`src/rtl/ledim_pkg.sv`:
```
package ledim_pkg;

    typedef enum logic [3:0] {
        ST_IDLE,
        ST_ADDR,
        ST_ADDR_ACK,
        ST_CTRL,
        ST_CTRL_ACK,
        ST_WDATA,
        ST_WDATA_ACK,
        ST_RDATA,
        ST_RDATA_ACK,
        ST_HOLD
    } link_state_t;

    // Pointer step with wrap back to the read-only slot
    function automatic logic [2:0] ptr_step(input logic [2:0] cur, input logic [2:0] last);
        return (cur >= last) ? 3'd0 : cur + 3'd1;
    endfunction

endpackage

```
`src/rtl/ledim_bus_sync.sv`:
```
module ledim_bus_sync #(
    parameter int STAGES = 2
) (
    input  logic clk,
    input  logic rst_n,
    input  logic scl_in,
    input  logic sda_in,
    output logic scl_s,
    output logic sda_s,
    output logic scl_rise,
    output logic scl_fall,
    output logic start_det,
    output logic stop_det
);

    logic [STAGES-1:0] scl_pipe;
    logic [STAGES-1:0] sda_pipe;
    logic              scl_d;
    logic              sda_d;

    always_ff @(posedge clk or negedge rst_n) begin
        if (!rst_n) begin
            scl_pipe <= '1;
            sda_pipe <= '1;
            scl_d    <= 1'b1;
            sda_d    <= 1'b1;
        end else begin
            scl_pipe <= {scl_pipe[STAGES-2:0], scl_in};
            sda_pipe <= {sda_pipe[STAGES-2:0], sda_in};
            scl_d    <= scl_pipe[STAGES-1];
            sda_d    <= sda_pipe[STAGES-1];
        end
    end

    assign scl_s     = scl_pipe[STAGES-1];
    assign sda_s     = sda_pipe[STAGES-1];
    assign scl_rise  = scl_s & ~scl_d;
    assign scl_fall  = ~scl_s & scl_d;
    assign start_det = scl_s & scl_d & sda_d & ~sda_s;
    assign stop_det  = scl_s & scl_d & ~sda_d & sda_s;

endmodule

```
`src/rtl/ledim_regbank.sv`:
```
module ledim_regbank #(
    parameter int          DW       = 8,
    parameter int          NREG     = 6,
    parameter int          PIN_W    = 2,
    parameter logic [7:0]  DUTY_RST = 8'h80
) (
    input  logic                     clk,
    input  logic                     rst_n,
    input  logic                     wr_en,
    input  logic [2:0]               wr_idx,
    input  logic [DW-1:0]            wr_data,
    input  logic [2:0]               rd_idx,
    input  logic [PIN_W-1:0]         pin_lvl,
    output logic [DW-1:0]            rd_data,
    output logic [(NREG-1)*DW-1:0]   regs_flat
);

    logic [DW-1:0] store [1:NREG-1];

    // Duty entries (indices 2 and 4) start at half scale
    function automatic logic [DW-1:0] rst_of(input int idx);
        return (idx == 2 || idx == 4) ? DW'(DUTY_RST) : '0;
    endfunction

    always_ff @(posedge clk or negedge rst_n) begin
        if (!rst_n) begin
            for (int i = 1; i < NREG; i++) store[i] <= rst_of(i);
        end else if (wr_en && wr_idx != 3'd0 && int'(wr_idx) < NREG) begin
            store[int'(wr_idx)] <= wr_data;
        end
    end

    always_comb begin
        rd_data = '0;
        if (rd_idx == 3'd0) begin
            rd_data[PIN_W-1:0] = pin_lvl;
        end else begin
            for (int i = 1; i < NREG; i++)
                if (int'(rd_idx) == i) rd_data = store[i];
        end
    end

    generate
        for (genvar g = 1; g < NREG; g++) begin : g_flat
            assign regs_flat[(g-1)*DW +: DW] = store[g];
        end
    endgenerate

endmodule

```
`src/rtl/ledim_link_fsm.sv`:
```
module ledim_link_fsm
    import ledim_pkg::*;
#(
    parameter int         DW       = 8,
    parameter logic [5:0] ADDR_HI  = 6'b110000,
    parameter logic [2:0] LAST_IDX = 3'd5
) (
    input  logic          clk,
    input  logic          rst_n,
    input  logic          addr_strap,
    input  logic          sda_s,
    input  logic          scl_rise,
    input  logic          scl_fall,
    input  logic          start_det,
    input  logic          stop_det,
    input  logic [DW-1:0] rd_data,
    output logic          sda_oe,
    output logic          wr_en,
    output logic [2:0]    wr_idx,
    output logic [DW-1:0] wr_data,
    output logic [2:0]    ptr,
    output logic          ai
);

    localparam int            CNT_W     = $clog2(DW + 1);
    localparam logic [CNT_W-1:0] FULL   = CNT_W'(DW);
    localparam int            AI_BIT    = 4;

    link_state_t      state;
    logic [CNT_W-1:0] bitcnt;
    logic [DW-1:0]    rx_sh;
    logic [DW-1:0]    tx_sh;
    logic [DW-1:0]    ctrl;
    logic             rw;
    logic             mack;
    logic             full;

    assign full = (bitcnt == FULL);
    assign ptr  = ctrl[2:0];
    assign ai   = ctrl[AI_BIT];

    // State register and datapath
    always_ff @(posedge clk or negedge rst_n) begin
        if (!rst_n) begin
            state  <= ST_IDLE;
            bitcnt <= '0;
            rx_sh  <= '0;
            tx_sh  <= '1;
            ctrl   <= '0;
            rw     <= 1'b0;
            mack   <= 1'b0;
        end else if (start_det) begin
            state  <= ST_ADDR;
            bitcnt <= '0;
        end else if (stop_det) begin
            state  <= ST_IDLE;
            bitcnt <= '0;
        end else begin
            unique case (state)
                ST_IDLE, ST_HOLD: begin
                end
                ST_ADDR, ST_CTRL, ST_WDATA: begin
                    if (scl_rise && !full) begin
                        rx_sh  <= {rx_sh[DW-2:0], sda_s};
                        bitcnt <= bitcnt + 1'b1;
                    end else if (scl_fall && full) begin
                        bitcnt <= '0;
                        if (state == ST_ADDR) begin
                            if (rx_sh[DW-1:1] == {ADDR_HI, addr_strap}) begin
                                rw    <= rx_sh[0];
                                state <= ST_ADDR_ACK;
                            end else begin
                                state <= ST_HOLD;
                            end
                        end else if (state == ST_CTRL) begin
                            ctrl  <= rx_sh;
                            state <= ST_CTRL_ACK;
                        end else begin
                            if (ai) ctrl[2:0] <= ptr_step(ctrl[2:0], LAST_IDX);
                            state <= ST_WDATA_ACK;
                        end
                    end
                end
                ST_ADDR_ACK: begin
                    if (scl_fall) begin
                        if (rw) begin
                            tx_sh <= rd_data;
                            state <= ST_RDATA;
                        end else begin
                            state <= ST_CTRL;
                        end
                    end
                end
                ST_CTRL_ACK, ST_WDATA_ACK: begin
                    if (scl_fall) state <= ST_WDATA;
                end
                ST_RDATA: begin
                    if (scl_rise && !full) begin
                        bitcnt <= bitcnt + 1'b1;
                    end else if (scl_fall) begin
                        if (full) begin
                            bitcnt <= '0;
                            tx_sh  <= '1;
                            if (ai) ctrl[2:0] <= ptr_step(ctrl[2:0], LAST_IDX);
                            state  <= ST_RDATA_ACK;
                        end else begin
                            tx_sh <= {tx_sh[DW-2:0], 1'b1};
                        end
                    end
                end
                ST_RDATA_ACK: begin
                    if (scl_rise) begin
                        mack <= ~sda_s;
                    end else if (scl_fall) begin
                        if (mack) begin
                            tx_sh <= rd_data;
                            state <= ST_RDATA;
                        end else begin
                            state <= ST_HOLD;
                        end
                    end
                end
                default: state <= ST_IDLE;
            endcase
        end
    end

    // Outputs
    always_comb begin
        sda_oe = 1'b0;
        wr_en  = 1'b0;
        unique case (state)
            ST_ADDR_ACK, ST_CTRL_ACK, ST_WDATA_ACK: sda_oe = 1'b1;
            ST_RDATA: sda_oe = ~tx_sh[DW-1];
            ST_WDATA: wr_en  = scl_fall & full & ~start_det & ~stop_det;
            default: begin
            end
        endcase
    end

    assign wr_idx  = ctrl[2:0];
    assign wr_data = rx_sh;

endmodule

```
`src/rtl/ledim_i2c_regs.sv`:
```
module ledim_i2c_regs #(
    parameter int         DW          = 8,
    parameter int         NREG        = 6,
    parameter int         PIN_W       = 2,
    parameter int         SYNC_STAGES = 2,
    parameter logic [5:0] ADDR_HI     = 6'b110000,
    parameter logic [7:0] DUTY_RST    = 8'h80
) (
    input  logic             clk,
    input  logic             rst_n,
    input  logic             addr_strap,
    input  logic             scl_in,
    input  logic             sda_in,
    output logic             sda_oe,
    input  logic [PIN_W-1:0] led_level,
    output logic [DW-1:0]    prescale0,
    output logic [DW-1:0]    duty0,
    output logic [DW-1:0]    prescale1,
    output logic [DW-1:0]    duty1,
    output logic [DW-1:0]    led_sel
);

    localparam logic [2:0] LAST_IDX = 3'(NREG - 1);

    logic                   scl_s, sda_s, scl_rise, scl_fall, start_det, stop_det;
    logic                   wr_en, ai;
    logic [2:0]             wr_idx, ptr;
    logic [DW-1:0]          wr_data, rd_data;
    logic [(NREG-1)*DW-1:0] regs_flat;

    ledim_bus_sync #(.STAGES(SYNC_STAGES)) u_sync (
        .clk(clk), .rst_n(rst_n), .scl_in(scl_in), .sda_in(sda_in),
        .scl_s(scl_s), .sda_s(sda_s), .scl_rise(scl_rise), .scl_fall(scl_fall),
        .start_det(start_det), .stop_det(stop_det)
    );

    ledim_link_fsm #(.DW(DW), .ADDR_HI(ADDR_HI), .LAST_IDX(LAST_IDX)) u_fsm (
        .clk(clk), .rst_n(rst_n), .addr_strap(addr_strap), .sda_s(sda_s),
        .scl_rise(scl_rise), .scl_fall(scl_fall), .start_det(start_det),
        .stop_det(stop_det), .rd_data(rd_data), .sda_oe(sda_oe), .wr_en(wr_en),
        .wr_idx(wr_idx), .wr_data(wr_data), .ptr(ptr), .ai(ai)
    );

    ledim_regbank #(.DW(DW), .NREG(NREG), .PIN_W(PIN_W), .DUTY_RST(DUTY_RST)) u_bank (
        .clk(clk), .rst_n(rst_n), .wr_en(wr_en), .wr_idx(wr_idx), .wr_data(wr_data),
        .rd_idx(ptr), .pin_lvl(led_level), .rd_data(rd_data), .regs_flat(regs_flat)
    );

    assign prescale0 = regs_flat[0*DW +: DW];
    assign duty0     = regs_flat[1*DW +: DW];
    assign prescale1 = regs_flat[2*DW +: DW];
    assign duty1     = regs_flat[3*DW +: DW];
    assign led_sel   = regs_flat[4*DW +: DW];

endmodule

```
`config.mk`:
```
export PLATFORM = sky130hd
export DESIGN_NAME = ledim_i2c_regs
export DESIGN_NICKNAME = d
export VERILOG_FILES = /design/src/rtl/ledim_pkg.sv /design/src/rtl/ledim_bus_sync.sv /design/src/rtl/ledim_regbank.sv /design/src/rtl/ledim_link_fsm.sv /design/src/rtl/ledim_i2c_regs.sv
export SDC_FILE = /design/constraint.sdc
export NUM_CORES = 1
export LEC_CHECK = 0
export ABC_AREA = 1
export CAP_MARGIN = 30
export CORE_MARGIN = 5
export CORE_UTILIZATION = 35
export DETAILED_ROUTE_END_ITERATION = 8
export HOLD_SLACK_MARGIN = 0.06
export PLACE_DENSITY = 0.64
export SETUP_SLACK_MARGIN = 0.2
export SLEW_MARGIN = 20
export SYNTH_ARGS = -nofsm -noshare
export SYNTH_HDL_FRONTEND = slang
export SYNTH_SLANG_ARGS = --single-unit
```
`constraint.sdc`:
```
create_clock -name clk -period 2 [get_ports clk]
set_input_delay 0.2 -clock clk [delete_from_list [all_inputs] [get_ports clk]]
set_output_delay 0.2 -clock clk [all_outputs]
set_load 0.005 [all_outputs]
```
==> impl_metrics.toml, run 1 <==
[synth]
ys_warn_count = 0
synthesis.area_um2 = 4200
synth_top_cell_by_area = "dfrtp_1"
ys_seq_area_share_pct = 45.8
synth.area.top_cells = "dfrtp_1, nand2_1, dfstp_2"
synth_top_cell_area_share_pct = 35.7
synth_xor_area_share_pct = 0.417
yosysUniqueCellTypes = 36
synthCells = 555
synth.mux.area_fraction_pct = 0
synthSimpleGateAreaFrac_pct = 32.3
synth_fp_nets = 569
synth_area_per_cell_um2 = 7.57
ys_seq_elements = 76
synthAdderAreaFrac_pct = 2.09
synth_top_family_by_area = "simple AND/OR/NAND/NOR gates"
synth_compound_area_share_pct = 9.92

[drt]
antenna_left = 0
drc = 0
via_per_inst = 4.94
first_iter_violations = 259
drt-pass1-iter-count = 5
vias = 3911
drt_wl_total_um = 12200
routedWlPerCell_um = 15.5

[sta]
max_freq_mhz = 549
setup_violations = 0
fin_setup_tns_ns = 0
post-route-period-util_pct = 91.1
worstMarginPinSlew_ns = 0.440
rsz0062_at_grt = "true"
period_minus_slack_ns = 1.82
slew_viol_final = 0
skew_ns = 0.0115
slew-limit-headroom_pct = 70.4
hold_violations = 0

[clock_network]
clk_pin_slew_ns = 0.07
cts_tree = "yes"
clk_latency_ns = 0.34
cts_buffers = 9
htreeDepth = 3
cts_sinks = 76
clock_path_buffers = 2
cts-root-buf = "clkbuf_16"

[worst_setup_path]
arrival_ns = 2.06
crit_path_end_kind = "flip-flop"
path_class = "flip-flop to flip-flop"
cp_data_required_time_ns = 2.23
cp-start-kind = "flip-flop"
cp_max_fo = 4

[flow_run]
cap_viol_max_count = 0

[layout]
nets = 653
drive_gt1_share_pct = 24.5
final_common_cell = "nand2_1"
layout_common_cells = "nand2_1, inv_1, dfrtp_1"
n_fill_cell = 1126
diodes = 0
area_growth_pct = 35.6

[placed_design]
portBuffers = 47
place_congestion = 0.884
dp_hpwl_um = 8290

[floorplan]
die_w_um = 120
coreArea_um2 = 11900
die_h_um = 120
io_pins = 48
rows = 40
die_area_um2 = 14300
initial_core_util_pct = 35.3

[global_routing]
gr-total-overflow = 0
grt_pass1_vias = 3830
antenna_found_initial = 0
grt_max_degree = 64
grt_pass1_wl_um = 18900
grt_use_total_pct = 16.6

[power_and_ir_drop]
pwr_density_cell_nw_per_um2 = 840
ir_drop_mv = 0.408
power_uw = 4780
p_leak_uw = 0.00290

[worst_hold_path]
hold_path_class = "primary input to async pin"

[outcome]
status = "completed"
-- cell type report --
cell class	instances	area, um^2	area share, %
repair buffers	89	882	15.5
flip-flops and latches	76	1930	33.9
clock inverters	7	65.1	1.14
multi-input cells	385	2100	36.9
clock buffers	9	225	3.96
inverters	78	309	5.43
well taps	147	184	3.23
-- final timing paths --
kind,start,end,slack [ns],cells past startpoint
worst max-delay path,u_fsm.ctrl[1],u_bank.regs_flat[34],0.18,12
worst min-delay path,rst_n,u_bank.regs_flat[29],0.25,2
worst max register to register,u_fsm.ctrl[1],u_bank.regs_flat[34],0.18,12
worst min register to register,u_sync.sda_pipe[0],u_sync.sda_pipe[1],0.36,0
max in group asynchronous,rst_n,u_sync.scl_pipe[1],1.09,3
min in group clk,sda_in,u_sync.sda_pipe[0],0.28,1
-- critical path, stage by stage (launching register included) --
cell and delay, ns:
dfrtp_2 0.44, inv_4 0.06, ha_4 0.17, nand2_4 0.08, nand3_4 0.07, nor2_4 0.13, nand2_4 0.08, nor3_4 0.25
buf_12 0.15, buf_8 0.10, nand2_1 0.04, o21ai_1 0.08, inv_1 0.05
-- synth_stat cells --
library cell    n
nand2_1       174
inv_1          70
dfrtp_1        60
nor2_1         57
nand3_1        38
o21ai_0        28
o21ai_1        21
dfstp_2        16
a21oi_1        11
o21ai_2        10
ha_1            7
inv_2           7
buf_2           6
nand3_2         6
buf_4           5
nand2_2         5
nand4_1         5
buf_6           3
nor2_2          3
nor3_1          3
clkbuf_1        2
nand2_4         2
nor2_4          2
xor2_1          2
a22oi_1         1
a31oi_1         1
and2_1          1
clkinv_1        1
nand3_4         1
nand3b_1        1
nand3b_4        1
nor2_8          1
nor3_4          1
o21bai_1        1
o31ai_1         1
or2_4           1
-- logic make-up (layout without fill, tap and decap cells) --
| group | Yosys count | in the layout |
|---|---|---|
| AO/OA/AOI/OAI | 74 | 74 |
| XOR/XNOR | 2 | 2 |
| adder cells (fa/ha/maj) | 7 | 7 |
| buffers and inverters | 94 | 183 |
| flip-flops | 76 | 76 |
| AND/OR/NAND/NOR | 302 | 302 |
-- power breakdown --
part	internal [uW]	switching, uW	total (uW)	leakage (uW)
Sequential	1700	162	1860	0.000982
Clock	873	720	1590	0.000141
Combinational	467	864	1330	0.00178
-- metal layers --
layer  wire length (um)  vias up  share of wire, %  GRT usage, %
met3                599       19               4.9          2.36
met2               6200      113                51          28.9
met5                  0        -                 0             0
met1               5150     1869                42          20.7
met4                288        0               2.4          6.80
li1                   -     1910                 -             -
-- state kept, by name, indices dropped and copies added (netlist names) --
register,flops
u_sync.sda_pipe,2
u_fsm.mack,1
u_bank.regs_flat,40
u_sync.scl_pipe,2
u_fsm.state,4
u_fsm.wr_data,8
u_fsm.ctrl,4
u_fsm.bitcnt,4
u_fsm.rw,1
u_sync.scl_d,1
u_fsm.tx_sh,8
u_sync.sda_d,1
-- what timing repair did --
item,4_1_cts,5_1_grt
pin swaps,3,12
endpoints found under the setup margin,39,50
hold buffers,1,0
buffers inserted,9,17
resized for setup,12,69
endpoints found under the hold margin,60,0
gates cloned,0,1
-- through the flow --
step	hold slack, ns	cells	setup WS (ns)	area [um^2]	utilization (%)
final	0.250	791	0.178	5690	47.8
after global routing	0.271	791	0.118	5690	47.8
after global placement	0.0651	747	0.0837	4870	40.9
after floorplan	-0.0956	555	0.202	4200	-
after detailed placement	0.0665	747	0.0820	4870	40.9
after CTS	0.252	773	0.197	5270	44.2
Note: power is estimated with default switching activity, not from simulation.
==> run 2, diff against run 1 <==
--- a/config.mk
+++ b/config.mk
@@ -11,7 +11,7 @@
 export CORE_UTILIZATION = 35
 export DETAILED_ROUTE_END_ITERATION = 8
 export HOLD_SLACK_MARGIN = 0.06
-export PLACE_DENSITY = 0.64
+export PLACE_DENSITY = 0.66
 export SETUP_SLACK_MARGIN = 0.2
 export SLEW_MARGIN = 20
 export SYNTH_ARGS = -nofsm -noshare
==> constraint.sdc (replaced) <==
create_clock -name clk -period 1.5 [get_ports clk]
set_input_delay 0.15 -clock clk [delete_from_list [all_inputs] [get_ports clk]]
set_output_delay 0.15 -clock clk [all_outputs]
set_load 0.005 [all_outputs]
==> run 2 against run 1 <==
Compared with the run above: the run now ends with setup timing left; combinational power grew 120%; critical path depth unchanged; critical path type unchanged; register-to-register slack got worse by 0.36 ns; sequential share of layout area shrank 5.4 points; routed wire length increased by 12%; clock skew is 0.0030 ns lower; cell area up 19%; largest power group is now combinational cells; first-iteration DRC count decreased by 2.7%.
==> impl_metrics.toml, run 2 (synthesized netlist as in run 1, its figures left out) <==
[power_and_ir_drop]
pwr_density_cell_nw_per_um2 = 1120
ir_drop_mv = 0.693
p_leak_uw = 0.00365
power_uw = 7610

[global_routing]
antenna_found_initial = 0
grt_use_total_pct = 19.5
grt_pass1_wl_um = 22200
grt_max_degree = 32
grt_pass1_vias = 4328
gr-total-overflow = 0

[layout]
final_common_cell = "nand2_1"
fin_area_um2 = 6780
layout_common_cells = "nand2_1, buf_4, inv_1"
largest_reg_flops = 40
diodes = 0
drive_gt1_share_pct = 43.5
n_fill_cell = 1044
area_growth_pct = 61.3
nets = 742
post-route-util_pct = 56.9

[floorplan]
coreArea_um2 = 11900
die_area_um2 = 14300
initial_core_util_pct = 35.3
die_h_um = 120
rows = 40
die_w_um = 120
io_pins = 48

[clock_network]
clk_pin_slew_ns = 0.06
htreeDepth = 3
cts_tree = "yes"
cts-root-buf = "clkbuf_16"
cts_sinks = 76
cts_buffers = 9
clk_latency_ns = 0.35
clock_path_buffers = 2

[sta]
slew-limit-headroom_pct = 66.9
worstMarginPinSlew_ns = 0.497
fin_ws_ns = -0.179
setup_violations = 66
skew_ns = 0.00853
rsz0062_at_grt = "true"
period_minus_slack_ns = 1.68
hold_violations = 0
slew_viol_final = 0
max_freq_mhz = 596
post-route-period-util_pct = 112

[worst_setup_path]
cp_max_fo = 7
worstPathCellList = "inv_4, ha_4, nand2_4, nand3_4, nor2_4, nand2_4, nor3_4, buf_6, buf_16, nand2_4, o21ai_2, inv_2"
slowest_delay_ns = 0.42
crit_slowest_cell = "dfrtp_2"
arrival_ns = 1.92
cp_data_required_time_ns = 1.74
crit_start = "u_fsm.ctrl[0]"
crit_path_end_kind = "flip-flop"
worstSetupEndpoint = "u_bank.regs_flat[38]"
path_class = "flip-flop to flip-flop"
r2r-start = "u_fsm.ctrl[0]"
cp-start-kind = "flip-flop"
timing.critical_path.mode_cell = "nand2_4"
worstReg2RegEnd = "u_bank.regs_flat[38]"
r2r_cells = 12
reg2reg_slack_ns = -0.18

[placed_design]
portBuffers = 47
dp_hpwl_um = 9180
placed_area_um2 = 5440
place_congestion = 0.906

[flow_run]
cap_viol_max_count = 0

[drt]
vias = 4287
routedWlPerCell_um = 15.6
drt_wl_total_um = 13700
first_iter_violations = 252
drc = 0
antenna_left = 0
drt-pass1-iter-count = 5
via_per_inst = 4.87

[outcome]
violations = "setup timing"
status = "complete, but fails checks"

[worst_hold_path]
hold_path_class = "primary input to flip-flop"
==> run 2: what timing repair did <==
item | CTS | global route
pin swaps | 13 | 13
endpoints found under the hold margin | 15 | 0
buffers inserted | 52 | 9
gates cloned | 3 | 0
endpoints found under the setup margin | 110 | 71
hold buffers | 1 | 0
resized for setup | 122 | 77
==> run 2: critical path, delay by kind of cell (launching register included) <==
kind	cells	cell delay [ns]
compound gates	1	0.06
buf+inv	4	0.36
flops	1	0.42
fa+ha+maj	1	0.16
simple gates	6	0.57
==> run 2: power breakdown <==
group	switching, uW	leakage, uW	total (uW)	internal, uW
clock	922	0.000150	2220	1300
sequential	205	0.000985	2460	2260
combinational	1690	0.00251	2930	1240
total	2810	0.00365	7610	4800
==> run 2: per-layer routing <==
metal	track usage [%]	routed length (um)	part of all wire [%]
met5	0	0	0
met4	7.52	231	1.7
met3	2.45	468	3.4
met2	32.6	6920	50
met1	25.8	6130	45
==> run 2: how the worst min path moves through the flow <==
| stage | depth (start not counted) | slack [ns] | to | start |
|---|---|---|---|---|
| after floorplan | 0 | -0.15 | u_bank.regs_flat[0] | rst_n |
| after global routing | 1 | 0.22 | u_sync.sda_pipe[0] | sda_in |
| after detailed placement | 1 | 0.13 | u_bank.regs_flat[6] | rst_n |
| after global placement | 1 | 0.12 | u_bank.regs_flat[7] | rst_n |
| final | 1 | 0.22 | u_sync.scl_pipe[0] | scl_in |
| after CTS | 1 | 0.21 | u_sync.scl_pipe[0] | scl_in |
==> run 2: final cells by class <==
cell class / instances / area, um^2 / share of cell area [%]
Timing Repair Buffer: 176 / 1580 / 23.3
Tap cell: 147 / 184 / 2.71
Clock inverter: 7 / 75.1 / 1.11
Clock buffer: 9 / 225 / 3.32
Inverter: 78 / 319 / 4.71
Multi-Input combinational cell: 387 / 2470 / 36.4
Sequential cell: 76 / 1930 / 28.4
==> run 2: metrics by stage <==
step	TNS [ns]	hold WS (ns)	cells	worst slack (ns)
after detailed placement	-5.18	0.133	799	-0.241
after CTS	-3.21	0.205	871	-0.159
after global routing	-10.72	0.219	880	-0.283
after global placement	-3.34	0.119	799	-0.223
after floorplan	-1.30	-0.146	555	-0.183
final	-4.48	0.216	880	-0.179
